[src/rtl/band_outline_pkg.sv]
package band_outline_pkg;

    // One registered mask sample leaving the threshold stage
    typedef struct packed {
        logic vld;
        logic sof;
        logic eol;
        logic hit;
    } mask_beat_t;

    // One column of the binary 3x3 window, top row first
    typedef struct packed {
        logic top;
        logic mid;
        logic bot;
    } wcol_t;

    function automatic logic [8:0] win_flat(input wcol_t l, input wcol_t m, input wcol_t r);
        return {l, m, r};
    endfunction

    // Erosion of a binary window: one compare against all-ones
    function automatic logic win_erode(input logic [8:0] w);
        return w == 9'h1FF;
    endfunction

    // Dilation of a binary window: one compare against all-zeros
    function automatic logic win_dilate(input logic [8:0] w);
        return w != 9'h000;
    endfunction

endpackage

[src/rtl/bo_bounds.sv]
module bo_bounds #(
    parameter int PIX_W = 8
) (
    input  logic             clk,
    input  logic             rst,
    input  logic             take,
    input  logic [PIX_W-1:0] ref_i,
    input  logic [PIX_W-1:0] tol_i,
    output logic [PIX_W-1:0] lo_o,
    output logic [PIX_W-1:0] hi_o
);
    localparam logic [PIX_W-1:0] PMAX = '1;

    logic [PIX_W:0]   sum;
    logic [PIX_W-1:0] lo_n, hi_n;
    logic [PIX_W-1:0] lo_q, hi_q;

    // Saturating limits, computed without a clock
    always_comb begin
        sum  = {1'b0, ref_i} + {1'b0, tol_i};
        hi_n = sum[PIX_W] ? PMAX : sum[PIX_W-1:0];
        lo_n = (ref_i > tol_i) ? (ref_i - tol_i) : '0;
    end

    always_ff @(posedge clk) begin
        if (rst) begin
            lo_q <= '0;
            hi_q <= '0;
        end else if (take) begin
            lo_q <= lo_n;
            hi_q <= hi_n;
        end
    end

    // The start-of-frame pixel already uses the fresh limits
    assign lo_o = take ? lo_n : lo_q;
    assign hi_o = take ? hi_n : hi_q;
endmodule

[src/rtl/bo_slicer.sv]
module bo_slicer
    import band_outline_pkg::*;
#(
    parameter int PIX_W = 8
) (
    input  logic             clk,
    input  logic             rst,
    input  logic             pix_valid,
    input  logic             pix_sof,
    input  logic             pix_eol,
    input  logic [PIX_W-1:0] pix_data,
    input  logic [PIX_W-1:0] lo_i,
    input  logic [PIX_W-1:0] hi_i,
    output mask_beat_t       beat_o
);
    logic in_band;

    assign in_band = (pix_data >= lo_i) && (pix_data <= hi_i);

    always_ff @(posedge clk) begin
        if (rst) begin
            beat_o <= '0;
        end else begin
            beat_o.vld <= pix_valid;
            beat_o.sof <= pix_valid & pix_sof;
            beat_o.eol <= pix_valid & pix_eol;
            beat_o.hit <= pix_valid & in_band;
        end
    end
endmodule

[src/rtl/bo_window.sv]
module bo_window
    import band_outline_pkg::*;
#(
    parameter int LINE_W  = 32,
    parameter int FRAME_H = 24
) (
    input  logic       clk,
    input  logic       rst,
    input  mask_beat_t beat_i,
    output logic       out_valid,
    output logic       out_eol,
    output logic       out_edge
);
    localparam int CW  = $clog2(LINE_W);
    localparam int RW  = $clog2(FRAME_H + 2);
    localparam int DRW = $clog2(LINE_W + 2);
    localparam int NLB = 2;

    localparam logic [CW-1:0]  COL_LAST  = CW'(LINE_W - 1);
    localparam logic [CW-1:0]  COL_ONE   = CW'(1);
    localparam logic [RW-1:0]  ROW_ONE   = RW'(1);
    localparam logic [RW-1:0]  ROW_TWO   = RW'(2);
    localparam logic [RW-1:0]  ROW_END   = RW'(FRAME_H);
    localparam logic [RW-1:0]  ROW_LAST  = RW'(FRAME_H - 1);
    localparam logic [DRW-1:0] DRAIN_LEN = DRW'(LINE_W + 1);

    // Position of the next column to enter the window
    logic [RW-1:0]  row_q, cur_row, nxt_row;
    logic [CW-1:0]  col_q, cur_col, nxt_col;
    logic [DRW-1:0] drain_q;

    logic push, push_bit, real_px, wrap, last_px, emit;

    // lb[0] holds the previous row, lb[1] the row before it
    logic [LINE_W-1:0] lb [NLB];
    logic [NLB:0]      lb_in;

    wcol_t wm_q, wr_q, col_in, gl, gr;
    logic [8:0] win;
    logic       ero, dil;

    always_comb begin
        real_px  = beat_i.vld;
        push     = real_px || (drain_q != '0);
        push_bit = real_px & beat_i.hit;
        cur_row  = (real_px && beat_i.sof) ? '0 : row_q;
        cur_col  = (real_px && beat_i.sof) ? '0 : col_q;
        wrap     = real_px ? beat_i.eol : (cur_col == COL_LAST);
        nxt_row  = wrap ? cur_row + ROW_ONE : cur_row;
        nxt_col  = wrap ? '0 : cur_col + COL_ONE;
        last_px  = real_px && beat_i.eol && (cur_row == ROW_LAST);
    end

    // Line buffer chain, one stage per stored row
    assign lb_in[0] = push_bit;
    generate
        for (genvar s = 0; s < NLB; s++) begin : g_lb
            assign lb_in[s+1] = lb[s][cur_col];
            always_ff @(posedge clk) begin
                if (rst) begin
                    lb[s] <= '0;
                end else if (push) begin
                    lb[s][cur_col] <= lb_in[s];
                end
            end
        end
    endgenerate

    // New column, with rows outside the frame forced to zero
    always_comb begin
        col_in.top = lb_in[2] & (cur_row >= ROW_TWO);
        col_in.mid = lb_in[1] & (cur_row >= ROW_ONE) & (cur_row <= ROW_END);
        col_in.bot = push_bit & (cur_row < ROW_END);
        gl   = (cur_col == COL_ONE) ? wcol_t'('0) : wm_q;
        gr   = (cur_col == '0)      ? wcol_t'('0) : col_in;
        win  = win_flat(gl, wr_q, gr);
        ero  = win_erode(win);
        dil  = win_dilate(win);
        emit = push && ((cur_row >= ROW_TWO) || ((cur_row == ROW_ONE) && (cur_col != '0)));
    end

    always_ff @(posedge clk) begin
        if (rst) begin
            row_q     <= '0;
            col_q     <= '0;
            drain_q   <= '0;
            wm_q      <= '0;
            wr_q      <= '0;
            out_valid <= 1'b0;
            out_eol   <= 1'b0;
            out_edge  <= 1'b0;
        end else begin
            if (push) begin
                row_q <= nxt_row;
                col_q <= nxt_col;
                wm_q  <= wr_q;
                wr_q  <= col_in;
            end
            if (last_px) begin
                drain_q <= DRAIN_LEN;
            end else if (drain_q != '0) begin
                drain_q <= drain_q - DRW'(1);
            end
            out_valid <= emit;
            out_eol   <= emit & (cur_col == '0);
            out_edge  <= emit & (dil ^ ero);
        end
    end
endmodule

[src/rtl/band_outline_filter.sv]
module band_outline_filter
    import band_outline_pkg::*;
#(
    parameter int PIX_W   = 8,
    parameter int LINE_W  = 32,
    parameter int FRAME_H = 24
) (
    input  logic             clk,
    input  logic             rst,
    input  logic             pix_valid,
    input  logic             pix_sof,
    input  logic             pix_eol,
    input  logic [PIX_W-1:0] pix_data,
    input  logic [PIX_W-1:0] ref_level,
    input  logic [PIX_W-1:0] tol_level,
    output logic             out_valid,
    output logic             out_eol,
    output logic             out_edge
);
    logic             take;
    logic [PIX_W-1:0] band_lo, band_hi;
    mask_beat_t       m_beat;

    assign take = pix_valid & pix_sof;

    bo_bounds #(.PIX_W(PIX_W)) u_bounds (
        .clk   (clk),
        .rst   (rst),
        .take  (take),
        .ref_i (ref_level),
        .tol_i (tol_level),
        .lo_o  (band_lo),
        .hi_o  (band_hi)
    );

    bo_slicer #(.PIX_W(PIX_W)) u_slicer (
        .clk       (clk),
        .rst       (rst),
        .pix_valid (pix_valid),
        .pix_sof   (pix_sof),
        .pix_eol   (pix_eol),
        .pix_data  (pix_data),
        .lo_i      (band_lo),
        .hi_i      (band_hi),
        .beat_o    (m_beat)
    );

    bo_window #(.LINE_W(LINE_W), .FRAME_H(FRAME_H)) u_window (
        .clk       (clk),
        .rst       (rst),
        .beat_i    (m_beat),
        .out_valid (out_valid),
        .out_eol   (out_eol),
        .out_edge  (out_edge)
    );
endmodule

[config.mk]
export PLATFORM = sky130hd
export DESIGN_NAME = band_outline_filter
export DESIGN_NICKNAME = d
export VERILOG_FILES = /design/src/rtl/band_outline_pkg.sv /design/src/rtl/bo_bounds.sv /design/src/rtl/bo_slicer.sv /design/src/rtl/bo_window.sv /design/src/rtl/band_outline_filter.sv
export SDC_FILE = /design/constraint.sdc
export NUM_CORES = 1
export LEC_CHECK = 0
export ABC_CLOCK_PERIOD_IN_PS = 4600
export BUFFER_PORTS_ARGS = -buffer_cell sky130_fd_sc_hd__buf_2
export CAP_MARGIN = 10
export CORE_UTILIZATION = 60
export CTS_CLUSTER_SIZE = 30
export DETAILED_ROUTE_END_ITERATION = 8
export MAX_ROUTING_LAYER = met4
export PLACE_DENSITY = 0.78
export SLEW_MARGIN = 25
export SYNTH_ARGS = -nofsm -noshare
export SYNTH_HDL_FRONTEND = slang
export SYNTH_SLANG_ARGS = --single-unit
[constraint.sdc]
create_clock -name clk -period 4.6 [get_ports clk]
set_input_delay 0.69 -clock clk [delete_from_list [all_inputs] [get_ports clk]]
set_output_delay 0.69 -clock clk [all_outputs]
set_load 0.02 [all_outputs]
After elaboration in Yosys (flattened, before gate mapping):

Memory sizes are Yosys's and may differ from the RTL's.
Cells that the tools add are included.

* output and inout bits: 3
* bits in writable memories: 64
* logic and storage cells: 217
* bits in registers: 45
* memories kept: 1

* add/sub/neg operators: 5
* bitwise gates (word level): 75
* equality and inequality tests: 5
* order comparisons: 9
* reduce and logical (&&, ||, !) cells: 15
* muxes and demuxes: 88

Memory list
* u_window.lb: words 2, width 32, rd ports 2, clocked after Yosys merged registers in 0, wr ports 2, RTL line bo_window.sv:35 `logic [LINE_W-1:0] lb [NLB];`

Operators by type and width (number)
* 1-bit two-way mux: 72
* 1-bit bitwise OR: 64
* 32-bit two-way mux: 1
* 8-bit two-way mux: 4
* 5-bit two-way mux: 4
* 6-bit two-way mux: 2
* 5-bit by 1-bit adder with 5-bit output, second input constant: 2
* 1-bit AND: 10
* 1-bit binary-select mux with 5-bit select: 2
* 5-bit by 1-bit equality test with 1-bit output, second input constant: 2
* 5-bit equality test, second input constant: 2
* 5-bit by 1-bit greater-or-equal comparator with 1-bit output, second input constant: 2
* 8-bit by 8-bit adder with 9-bit output: 1
* 9-bit equality test, second input constant: 1
* 9-bit nonzero test: 1
* 8-bit greater-or-equal comparator: 1
* 8-bit > comparator: 1
* 8-bit less-or-equal comparator: 1
* 8-bit subtractor: 1
* 1-bit logical AND: 7
* 5-bit by 6-bit less-than comparator with 1-bit output, second input constant: 1
* 3-bit two-way mux: 2
* 6-bit nonzero test: 1
* 6-bit by 1-bit subtractor with 6-bit output, second input constant: 1
* other kinds (10): 11

Longest topological paths before layout:

Gate-level depths: netlist (run 1).

* word-level depth: 10
* mapped depth: 18
* mapped depth without buffers: 18

By module:

Synthesis (run 1) repeated with hierarchy kept, for this count alone.

* cells, all modules: 726
* area total of the unflattened synthesis: 6667.6 µm²

By module, submodules not included
* bo_window: instances 1, area each 4692.0 µm², cells an instance 482, seq. area each 2422.3 µm²
* bo_bounds: instances 1, area each 1460.2 µm², cells an instance 179, seq. area each 320.3 µm²
* bo_slicer: instances 1, area each 509.2 µm², cells an instance 64, seq. area each 80.1 µm²
* band_outline_filter: instances 1, area each 6.3 µm², cells an instance 1, seq. area each 0.0 µm²

Least setup slack after synthesis (run 1):

Ideal clock, no wire load.

* path type: in2reg
* from: input ref_level[0]
* to: register u_slicer.beat_o[0] in the netlist's numbering
* path slack: 0.571 ns
* data arrival time: 3.898 ns
* library setup time: 0.131 ns
* stages on the path: 18
* cells stage by stage: inv_1 > ha_1 > fa_1 > nor2b_1 > o21ai_0 > a21boi_0 > o31ai_1 > a21oi_1 > nand2b_1 > nand2_1 > ha_1 > nand2b_1 > a21o_1 > a21o_1 > a21o_1 > a21o_1 > a2111oi_0 > nor3_1

* word-level cells in the longest chain between the ends: 6

RTL lines
* start, declared: RTL line band_outline_filter.sv:14 `input logic [PIX_W-1:0] ref_level,`
* 8-bit subtractor or 8-bit > comparator (tied branches): RTL line bo_bounds.sv:22 `lo_n = (ref_i > tol_i) ? (ref_i - tol_i) : '0;`
* 8-bit two-way mux (*): RTL line bo_bounds.sv:22
* 8-bit two-way mux (*): RTL line bo_bounds.sv:36 `assign lo_o = take ? lo_n : lo_q;`
* net band_lo[0]: RTL line band_outline_filter.sv:21 `logic [PIX_W-1:0] band_lo, band_hi;`
* 8-bit greater-or-equal comparator (*): RTL line bo_slicer.sv:18 `assign in_band = (pix_data >= lo_i) && (pix_data <= hi_i);`
* 1-bit logical AND (*): RTL line bo_slicer.sv:18
* 1-bit AND (*): RTL line bo_slicer.sv:27 `beat_o.hit <= pix_valid & in_band;`
* end, declared: RTL line bo_slicer.sv:14 `output mask_beat_t beat_o`

The timed path passes the listed nets; every way through them passes the cells marked *.
A chain may end at the register's enable or synchronous reset.

Worst setup path in the final report (run 1):

Same ends and word-level chain as after synthesis.

==> impl_metrics.csv, run 1 <==
group,metric,value,unit
clock_network,cts_tree,"built",
floorplan,start_util,0.630,
floorplan,fp.dieH,104,um
yosys,ys.flop_type,"edfxtp_1",
placed_design,dpl_worst_slack,241,ps
global_routing,antenna_found_initial,0,
final_layout,layout_commonest_cell,"nor2_1",
clock_network,cts_resized,0,
final_layout,fin_nets,755,
critical_path,crit_fanout,4,
drt,dr.pass1.iters,5,
power_and_ir_drop,p_leak,2.57,nW
sta,setup_tns,0,ps
placed_design,place_inst,805,
yosys,syn_inst,669,
yosys,yosysTopAreaCell,"edfxtp_1",
final_layout,multi_input_area,0.00317,mm2
final_layout,antennaDiodeCount,0,
power_and_ir_drop,swShare,0.376,
sta,worst_pin_slew,982,ps
min_path,hold_class,"reg2reg",
global_routing,grt_pass1_wl,24.3,mm
final_layout,drive_gt1_frac,0.126,
clock_network,root_buffer,"clkbuf_8",
final_layout,instances_no_fill,821,
yosys,synth_seq_area_share,0.450,
sta,finalCritPeriodShare,0.869,
yosys,yosys_warnings,0,
floorplan,die_x,104,um
global_routing,grt_pass1_vias,4891,
power_and_ir_drop,vdd_drop_max,0.220,mV
final_layout,fill_cells,810,
sta,hold_viol,0,
placed_design,dp_hpwl,10.5,mm
power_and_ir_drop,p_clk_frac,0.212,
floorplan,core,0.00995,mm2
global_routing,grt_max_degree,33,
yosys,syn_area_per_cell,9.38,um2
yosys,synth.area.mux_share,0.0347,
drt,drc,0,
critical_path,arrival,4250,ps
drt,vias,5181,
power_and_ir_drop,combPwrFrac,0.367,
flow_run,maxCapViolations,0,
placed_design,place.gp.congestion,0.925,
clock_network,clk_pin_slew_worst_paths,100,ps
clock_network,htreeDepth,3,
sta,setup_violations,0,
floorplan,io_pins,32,
clock_network,clk_path_buf_depth,2,
yosys,synth_fa_ha_area_frac,0.0881,
drt,vias_per_cell,6.31,
power_and_ir_drop,p_sw,1.03,mW
yosys,ys_ff_latch,109,
sta,worst_slack,601,ps
clock_network,numCtsBuffers,9,
yosys,synth_top_family_by_area,"simple AND/OR/NAND/NOR gates",
critical_path,worstSetupPathType,"in2reg",
power_and_ir_drop,powerDensity,409,mW/mm2
floorplan,die_area,0.0109,mm2
placed_design,placed_cell_area,0.00651,mm2
placed_design,numPortBuffers,31,
floorplan,rows,36,
drt,routed_wirelength,14.7,mm
clock_network,clock-sinks,109,
global_routing,track_usage,0.290,
power_and_ir_drop,internal_power,1.71,mW
sta,drv_slew,0,
yosys,synth_edf_count,64,
yosys,synth_fp_nets,741,
yosys,synthXorXnorAreaFrac,0.0195,
critical_path,start_kind,"input pin",
critical_path,end_kind,"flip-flop",
final_layout,seq_area,0.00282,mm2
clock_network,post_cts_buffers,0,
power_and_ir_drop,sequentialPowerShare,0.421,
global_routing,grt_overflow,0,
sta,maxSlewHeadroom,0.344,
final_layout,postLayoutCellArea,0.00671,mm2
drt,wl_per_cell,18.0,um
drt,ant_nets,0,
yosys,synth-simple-area-share,0.194,
sta,rsz0062_at_grt,"no",
yosys,synth_compound_area_frac,0.166,
final_layout,area_growth,6.94,%
sta,min_period,4000,ps
sta,max_freq,250,MHz
run_status,status,"completed",
sta,skew,12.2,ps
clock_network,insertion_delay,380,ps
drt,dr.first_iter.drc_count,552,
yosys,synth_area,0.00628,mm2
yosys,synth.area.top_cells,"edfxtp_1 31%, dfxtp_1 14%, ha_1 8.2%",
critical_path,cp.required,4850,ps
final_layout,final_cell_mix,"74 x nor2_1, 68 x nand2_1, 64 x edfxtp_1",
yosys,netlist.area_leader.share,0.306,
clock_network,postCtsHoldBufs,0,
final_layout,final_util,0.674,
yosys,yosys.cell_types.count,66,
yosys,async_flop_share,0,
-- critical path: stages --
cell and delay [ps]:
buf_2 90, inv_1 50, ha_1 230, fa_1 410, nor2b_1 120, o21ai_0 100, a21boi_0 330, o31ai_1 140
a21oi_1 360, nand2b_1 130, nand2_1 80, ha_1 210, nand2b_1 140, a21o_1 170, a21o_1 160, a21o_1 170
a21o_1 160, a2111oi_0 430, nor3_1 100
-- registers in the layout (all words and copies together) (netlist names), 3 cells and up --
register,flops
u_bounds.lo_q,8
u_window.win,3
u_bounds.hi_q,8
u_window.row_q,5
u_window.drain_q,6
u_window.wm_q,3
u_slicer.beat_o,4
u_window.col_q,5
u_window.lb,64
-- logic make-up after synthesis --
logic type	Yosys count
DFF	109
xor gates and xnor gates	14
and+or+nand+nor	262
adders and majority gates	43
AOI/OAI and AO/OA	154
muxes	17
buffers and inverters	70
-- per-stage QoR --
stage                     hold WS [ps]  total power, mW
after floorplan                    444             1.91
after global placement             452             2.13
after detailed placement           464             2.16
after CTS                          478             2.73
after global routing               488             2.90
final                              477             2.74
-- Yosys cell counts (all sizes together), types with 5 or more instances --
| cell type | count |
|---|---|
| edfxtp | 64 |
| and3 | 7 |
| a21boi | 5 |
| nand3 | 21 |
| nand4 | 6 |
| xnor2 | 11 |
| o221ai | 5 |
| a21oi | 33 |
| and2 | 6 |
| nand2b | 6 |
| dfxtp | 45 |
| mux2 | 5 |
| o21ai | 37 |
| nor3 | 45 |
| a22oi | 9 |
| clkbuf | 31 |
| mux2i | 9 |
| o221a | 6 |
| nor2b | 7 |
| a21o | 8 |
| inv | 29 |
| ha | 41 |
| buf | 10 |
| nor2 | 74 |
| nand2 | 69 |
| or2 | 6 |
| o22ai | 8 |
-- path summary, 6_finish.rpt --
kind | slack [ps] | end | from | cells past startpoint
worst max-delay path | 600 | u_slicer.beat_o[0] | ref_level[0] | 19
worst min-delay path | 480 | u_window.row_q[0] | u_window.row_q[0] | 2
worst max register to register | 1160 | u_window.lb[1][1] | u_slicer.beat_o[3] | 8
worst min register to register | 480 | u_window.row_q[0] | u_window.row_q[0] | 2
-- power groups by stage --
stage	combinational, mW	clock, mW	sequential (mW)
2_1_floorplan	0.750	0	1.16
3_3_place_gp	0.962	0	1.17
3_5_place_dp	0.985	0	1.18
4_1_cts	0.990	0.585	1.15
5_1_grt	1.10	0.628	1.16
6_report	1.01	0.581	1.16
-- per-layer routing --
layer | share of wire | global-route usage
met5 | 0 | -
met4 | 0.014 | 0.0878
met3 | 0.079 | 0.0595
met2 | 0.47 | 0.448
met1 | 0.43 | 0.385
-- layout make-up --
class | instances | area share
Tap cell | 133 | 0.0248
Multi-Input combinational cell | 490 | 0.472
Sequential cell | 109 | 0.421
Clock buffer | 10 | 0.0205
Timing Repair Buffer | 44 | 0.0377
Inverter | 29 | 0.0162
Clock inverter | 6 | 0.00858
(Power assumes the default switching activity.)
==> run 2, diff against run 1 <==
- CORE_ASPECT_RATIO: unset -> 1.75
- CTS_CLUSTER_SIZE: 30 -> unset
==> run 2 against run 1 <==
  * Die area grew 0.14%
  * Sequential share of layout area is 0.47 points lower
  * Utilization is 1.1 points lower
  * Routed wire length is 6.0% higher
  * Global-route usage is 2.5 points higher
  * Register-to-register slack worse by 160 ps
  * Maximum frequency is 2.0% higher
  * Non-clock buffer count unchanged
  * Via count increased by 2.5%
  * Hold slack worse by 8.3 ps
  * Critical endpoint unchanged
  * Largest cell class unchanged
  * Largest power group unchanged
==> impl_metrics.csv, run 2 (synthesis gave the netlist of run 1 again) <==
group,metric,value,unit
run_status,status,"completed",
critical_path,end_kind,"flip-flop",
global_routing,grt_pass1_vias,5373,
drt,dr.first_iter.drc_count,586,
clock_network,cts_resized,0,
final_layout,layout_commonest_cell,"nor2_1",
drt,dr.pass1.iters,5,
drt,ant_nets,0,
drt,routed_wirelength,15.6,mm
floorplan,start_util,0.613,
final_layout,top_register,"u_window.lb",
floorplan,fp.dieH,137,um
final_layout,instances_no_fill,815,
sta,max_freq,255,MHz
floorplan,die_area,0.0109,mm2
final_layout,antennaDiodeCount,0,
clock_network,insertion_delay,350,ps
final_layout,area_growth,8.15,%
drt,vias_per_cell,6.52,
critical_path,cpPeakStageDelay,460,ps
drt,drc,0,
flow_run,maxCapViolations,0,
power_and_ir_drop,vdd_drop_max,0.402,mV
min_path,hold_class,"reg2reg",
clock_network,clock-sinks,109,
placed_design,place_inst,799,
final_layout,seq_area,0.00282,mm2
critical_path,critical_path.cell_chain,"buf_2, inv_1, ha_1, fa_1, nor2b_1, o21ai_0, a21boi_0, o31ai_1, a21oi_1, buf_4, a22oi_1, ha_1, a21o_1, a21o_1, a21o_1, a21o_1, a2111oi_0, nor3_1",
sta,finalCritPeriodShare,0.852,
clock_network,numCtsBuffers,9,
drt,vias,5311,
critical_path,arrival,4140,ps
final_layout,drive_gt1_frac,0.122,
critical_path,crit_fanout,8,
power_and_ir_drop,sequentialPowerShare,0.403,
power_and_ir_drop,combPwrFrac,0.343,
sta,rsz0062_at_grt,"no",
clock_network,clk_path_buf_depth,2,
power_and_ir_drop,p_leak,2.61,nW
final_layout,top_regs,"u_window.lb: 64 flops, u_bounds.hi_q: 8 flops, u_bounds.lo_q: 8 flops",
clock_network,clk_pin_slew_worst_paths,70,ps
floorplan,die_x,79.3,um
clock_network,postCtsHoldBufs,0,
critical_path,start_kind,"input pin",
sta,maxSlewHeadroom,0.326,
global_routing,antenna_found_initial,0,
power_and_ir_drop,swShare,0.360,
sta,hold_viol,0,
sta,setup_violations,0,
sta,drv_slew,0,
power_and_ir_drop,p_clk_frac,0.254,
sta,worst_pin_slew,998,ps
power_and_ir_drop,p_total,2.92,mW
power_and_ir_drop,powerDensity,430,mW/mm2
clock_network,htreeDepth,3,
placed_design,dp_hpwl,11.6,mm
final_layout,final_cell_mix,"74 x nor2_1, 68 x nand2_1, 64 x edfxtp_1",
drt,wl_per_cell,19.2,um
clock_network,root_buffer,"clkbuf_16",
clock_network,post_cts_buffers,0,
final_layout,fill_cells,823,
final_layout,multi_input_area,0.00317,mm2
final_layout,largest_reg_flops,64,
global_routing,grt_max_degree,33,
floorplan,io_pins,32,
placed_design,place.gp.congestion,0.903,
critical_path,critical_path.most_common_cell,"a21o_1",
floorplan,rows,49,
final_layout,fin_nets,755,
sta,min_period,3920,ps
clock_network,cts_tree,"built",
critical_path,worstSetupPathType,"in2reg",
power_and_ir_drop,p_sw,1.05,mW
sta,skew,9.52,ps
sta,setup_tns,0,ps
placed_design,numPortBuffers,31,
critical_path,cp.required,4820,ps
global_routing,grt_pass1_wl,25.0,mm
power_and_ir_drop,internal_power,1.87,mW
critical_path,slowest_stage,"a2111oi_0",
floorplan,core,0.0102,mm2
global_routing,grt_overflow,0,
global_routing,track_usage,0.315,
-- run 2: layer usage --
layer | part of all wire | GRT usage | vias up | wire, um
met2 | 0.54 | 0.569 | 257 | 8420
met1 | 0.34 | 0.304 | 2513 | 5320
li1 | - | - | 2467 | -
met4 | 0.064 | 0.218 | 0 | 998
met5 | 0 | - | - | 0
met3 | 0.057 | 0.0430 | 74 | 884
-- run 2: power groups by stage --
| stage | Clock (mW) | Sequential [mW] | Combinational [mW] |
|---|---|---|---|
| finish | 0.742 | 1.18 | 1.00 |
| global route | 0.779 | 1.18 | 1.09 |
| CTS | 0.744 | 1.18 | 0.979 |
| detailed placement | 0 | 1.20 | 0.975 |
| global placement | 0 | 1.19 | 0.944 |
| floorplan | 0 | 1.16 | 0.750 |
-- run 2: worst paths after layout --
path,endpoint,slack (ps),start,depth (start not counted)
setup / recovery,u_slicer.beat_o[0],680,ref_level[0],18
hold / removal,u_bounds.lo_q[0],470,u_bounds.lo_q[0],2
setup reg to reg,u_window.lb[1][6],1000,u_window.col_q[0],9
hold reg to reg,u_bounds.lo_q[0],470,u_bounds.lo_q[0],2
-- run 2: worst max-delay path, delay by kind of cell --
family	cells	cell delay [ps]
compound gates	10	2000
fa+ha+maj	3	930
buf+inv	3	330
simple gates	2	200
-- run 2: cell type report --
cell class / instances / share of cell area
Timing Repair Buffer: 44 / 0.0372
Inverter: 29 / 0.0160
Clock inverter: 3 / 0.00258
Tap cell: 127 / 0.0234
Multi-Input combinational cell: 490 / 0.466
Sequential cell: 109 / 0.416
Clock buffer: 13 / 0.0385
-- run 2: metrics by stage --
step	hold WS (ps)	util	cell area (um2)	worst slack (ps)
floorplan	444	-	6280	571
global placement	454	0.635	6510	541
detailed placement	461	0.635	6510	432
CTS	470	0.663	6790	783
global route	500	0.663	6790	487
finish	469	0.663	6790	679
==> run 3, diff against run 2 <==
- RECOVER_POWER: unset -> 25
==> run 3 against run 2 <==
  * Clock-buffer cell count is the same
  * Die area is the same
  * Cell count is the same
  * Flip-flop and latch count is the same
  * Clock power is essentially flat
  * Critical path type unchanged
  * Largest power group unchanged
==> impl_metrics.csv, run 3 (synthesis gave the netlist of run 1 again) <==
group,metric,value,unit
clock_network,cts_tree,"built",
critical_path,worst-r2r-setup-slack,450,ps
sta,finalCritPeriodShare,0.902,
min_path,hold_depth,2,
final_layout,drive_gt1_frac,0.110,
critical_path,r2r_cells,9,
drt,dr.pass1.iters,8,
sta,max_freq,241,MHz
clock_network,cts_resized,0,
global_routing,grt_max_degree,33,
run_status,status,"completed",
power_and_ir_drop,vdd_drop_max,0.398,mV
sta,setup_violations,0,
global_routing,grt_overflow,0,
clock_network,numCtsBuffers,9,
final_layout,layout_commonest_cell,"nor2_1",
min_path,hold_class,"reg2reg",
clock_network,clk_path_buf_depth,2,
min_path,min_to,"u_bounds.lo_q[0]",
power_and_ir_drop,p_leak,2.58,nW
floorplan,io_pins,32,
sta,maxSlewHeadroom,0.0106,
drt,dr.first_iter.drc_count,523,
min_path,hp-start,"u_bounds.lo_q[0]",
placed_design,placed_cell_area,0.00651,mm2
flow_run,maxCapViolations,0,
clock_network,clk_pin_slew_worst_paths,70,ps
critical_path,r2r-end,"u_window.lb[1][6]",
floorplan,fp.dieH,137,um
global_routing,antenna_found_initial,0,
drt,drc,0,
drt,vias_per_cell,6.51,
floorplan,rows,49,
clock_network,post_cts_buffers,0,
floorplan,core,0.0102,mm2
sta,setup_tns,0,ps
sta,worst_slack,451,ps
clock_network,postCtsHoldBufs,0,
sta,drv_slew,0,
final_layout,antennaDiodeCount,0,
final_layout,fill_cells,825,
drt,wl_per_cell,19.1,um
final_layout,largest_reg_flops,64,
final_layout,fin_nets,755,
final_layout,area_growth,7.93,%
drt,ant_nets,0,
critical_path,crit_fanout,8,
power_and_ir_drop,p_total,2.91,mW
final_layout,final_cell_mix,"74 x nor2_1, 68 x nand2_1, 64 x edfxtp_1",
placed_design,numPortBuffers,31,
clock_network,insertion_delay,350,ps
global_routing,grt_pass1_wl,25.0,mm
final_layout,postLayoutCellArea,0.00677,mm2
power_and_ir_drop,powerDensity,430,mW/mm2
drt,routed_wirelength,15.6,mm
floorplan,die_x,79.3,um
final_layout,top_register,"u_window.lb",
critical_path,end_kind,"flip-flop",
sta,hold_viol,0,
sta,worst_pin_slew,1480,ps
global_routing,grt_pass1_vias,5373,
critical_path,cp.required,4820,ps
floorplan,start_util,0.613,
clock_network,htreeDepth,3,
sta,min_period,4150,ps
sta,rsz0062_at_grt,"no",
placed_design,dpl_worst_slack,432,ps
clock_network,root_buffer,"clkbuf_16",
critical_path,start_kind,"input pin",
critical_path,arrival,4370,ps
critical_path,worstSetupPathType,"in2reg",
final_layout,top_regs,"u_window.lb: 64 flops, u_bounds.hi_q: 8 flops, u_bounds.lo_q: 8 flops",
drt,vias,5307,
global_routing,track_usage,0.315,
critical_path,rr_startpoint,"u_window.col_q[0]",
placed_design,dp_hpwl,11.6,mm
placed_design,place.gp.congestion,0.903,
floorplan,die_area,0.0109,mm2
sta,skew,8.01,ps
clock_network,clock-sinks,109,
[run 3: cell types whose count changed in the layout (fill, tap and decap cells not counted), sizes merged]
| cell | before | now |
|---|---|---|
| clkbuf | 13 | 19 |
| buf | 44 | 38 |
[run 3: per-layer routing]
| metal | routed length [um] | GRT usage | up-vias |
|---|---|---|---|
| met5 | 0 | - | - |
| met2 | 8480 | 0.569 | 230 |
| met4 | 927 | 0.218 | 0 |
| met3 | 800 | 0.0430 | 73 |
| li1 | - | - | 2471 |
| met1 | 5370 | 0.304 | 2533 |
[run 3: how the worst max path moves through the flow]
stage                              end    startpoint  slack [ps]  depth (start not counted)
finish              u_slicer.beat_o[0]  ref_level[0]         450                         18
global route        u_slicer.beat_o[0]  ref_level[0]         260                         18
CTS                 u_slicer.beat_o[0]  ref_level[0]         780                         18
detailed placement  u_slicer.beat_o[0]  ref_level[0]         430                         18
global placement    u_slicer.beat_o[0]  ref_level[0]         540                         18
floorplan           u_slicer.beat_o[0]  ref_level[0]         570                         18
[run 3: layout make-up]
class	count	area, um2	share of cell area
Tap cell	127	159	0.0235
Sequential cell	109	2820	0.417
Multi-Input combinational cell	490	3160	0.467
Inverter	29	109	0.0161
Clock buffer	13	262	0.0386
Timing Repair Buffer	44	243	0.0358
Clock inverter	3	17.5	0.00259
[run 3: through the flow]
| stage | cells | util | hold WS, ps |
|---|---|---|---|
| after floorplan | 669 | - | 444 |
| after global placement | 799 | 0.635 | 454 |
| after detailed placement | 799 | 0.635 | 461 |
| after CTS | 815 | 0.663 | 470 |
| after global routing | 815 | 0.662 | 500 |
| final | 815 | 0.662 | 469 |
[run 3: worst max-delay path, stage by stage]
cell	delay, ps
clkbuf_1	110
inv_1	60
ha_1	220
fa_1	410
nor2b_1	110
o21ai_0	100
a21boi_0	330
o31ai_1	140
a21oi_1	180
clkbuf_1	320
a22oi_1	150
ha_1	310
a21o_1	160
a21o_1	180
a21o_1	180
a21o_1	170
a2111oi_0	460
nor3_1	90
[run 3: power breakdown]
group	total [mW]	internal [mW]	switching [mW]	leakage, nW
clock network	0.740	0.401	0.339	0.140
registers	1.18	1.11	0.0673	1.03
logic	0.995	0.354	0.642	1.41
total	2.91	1.86	1.05	2.58
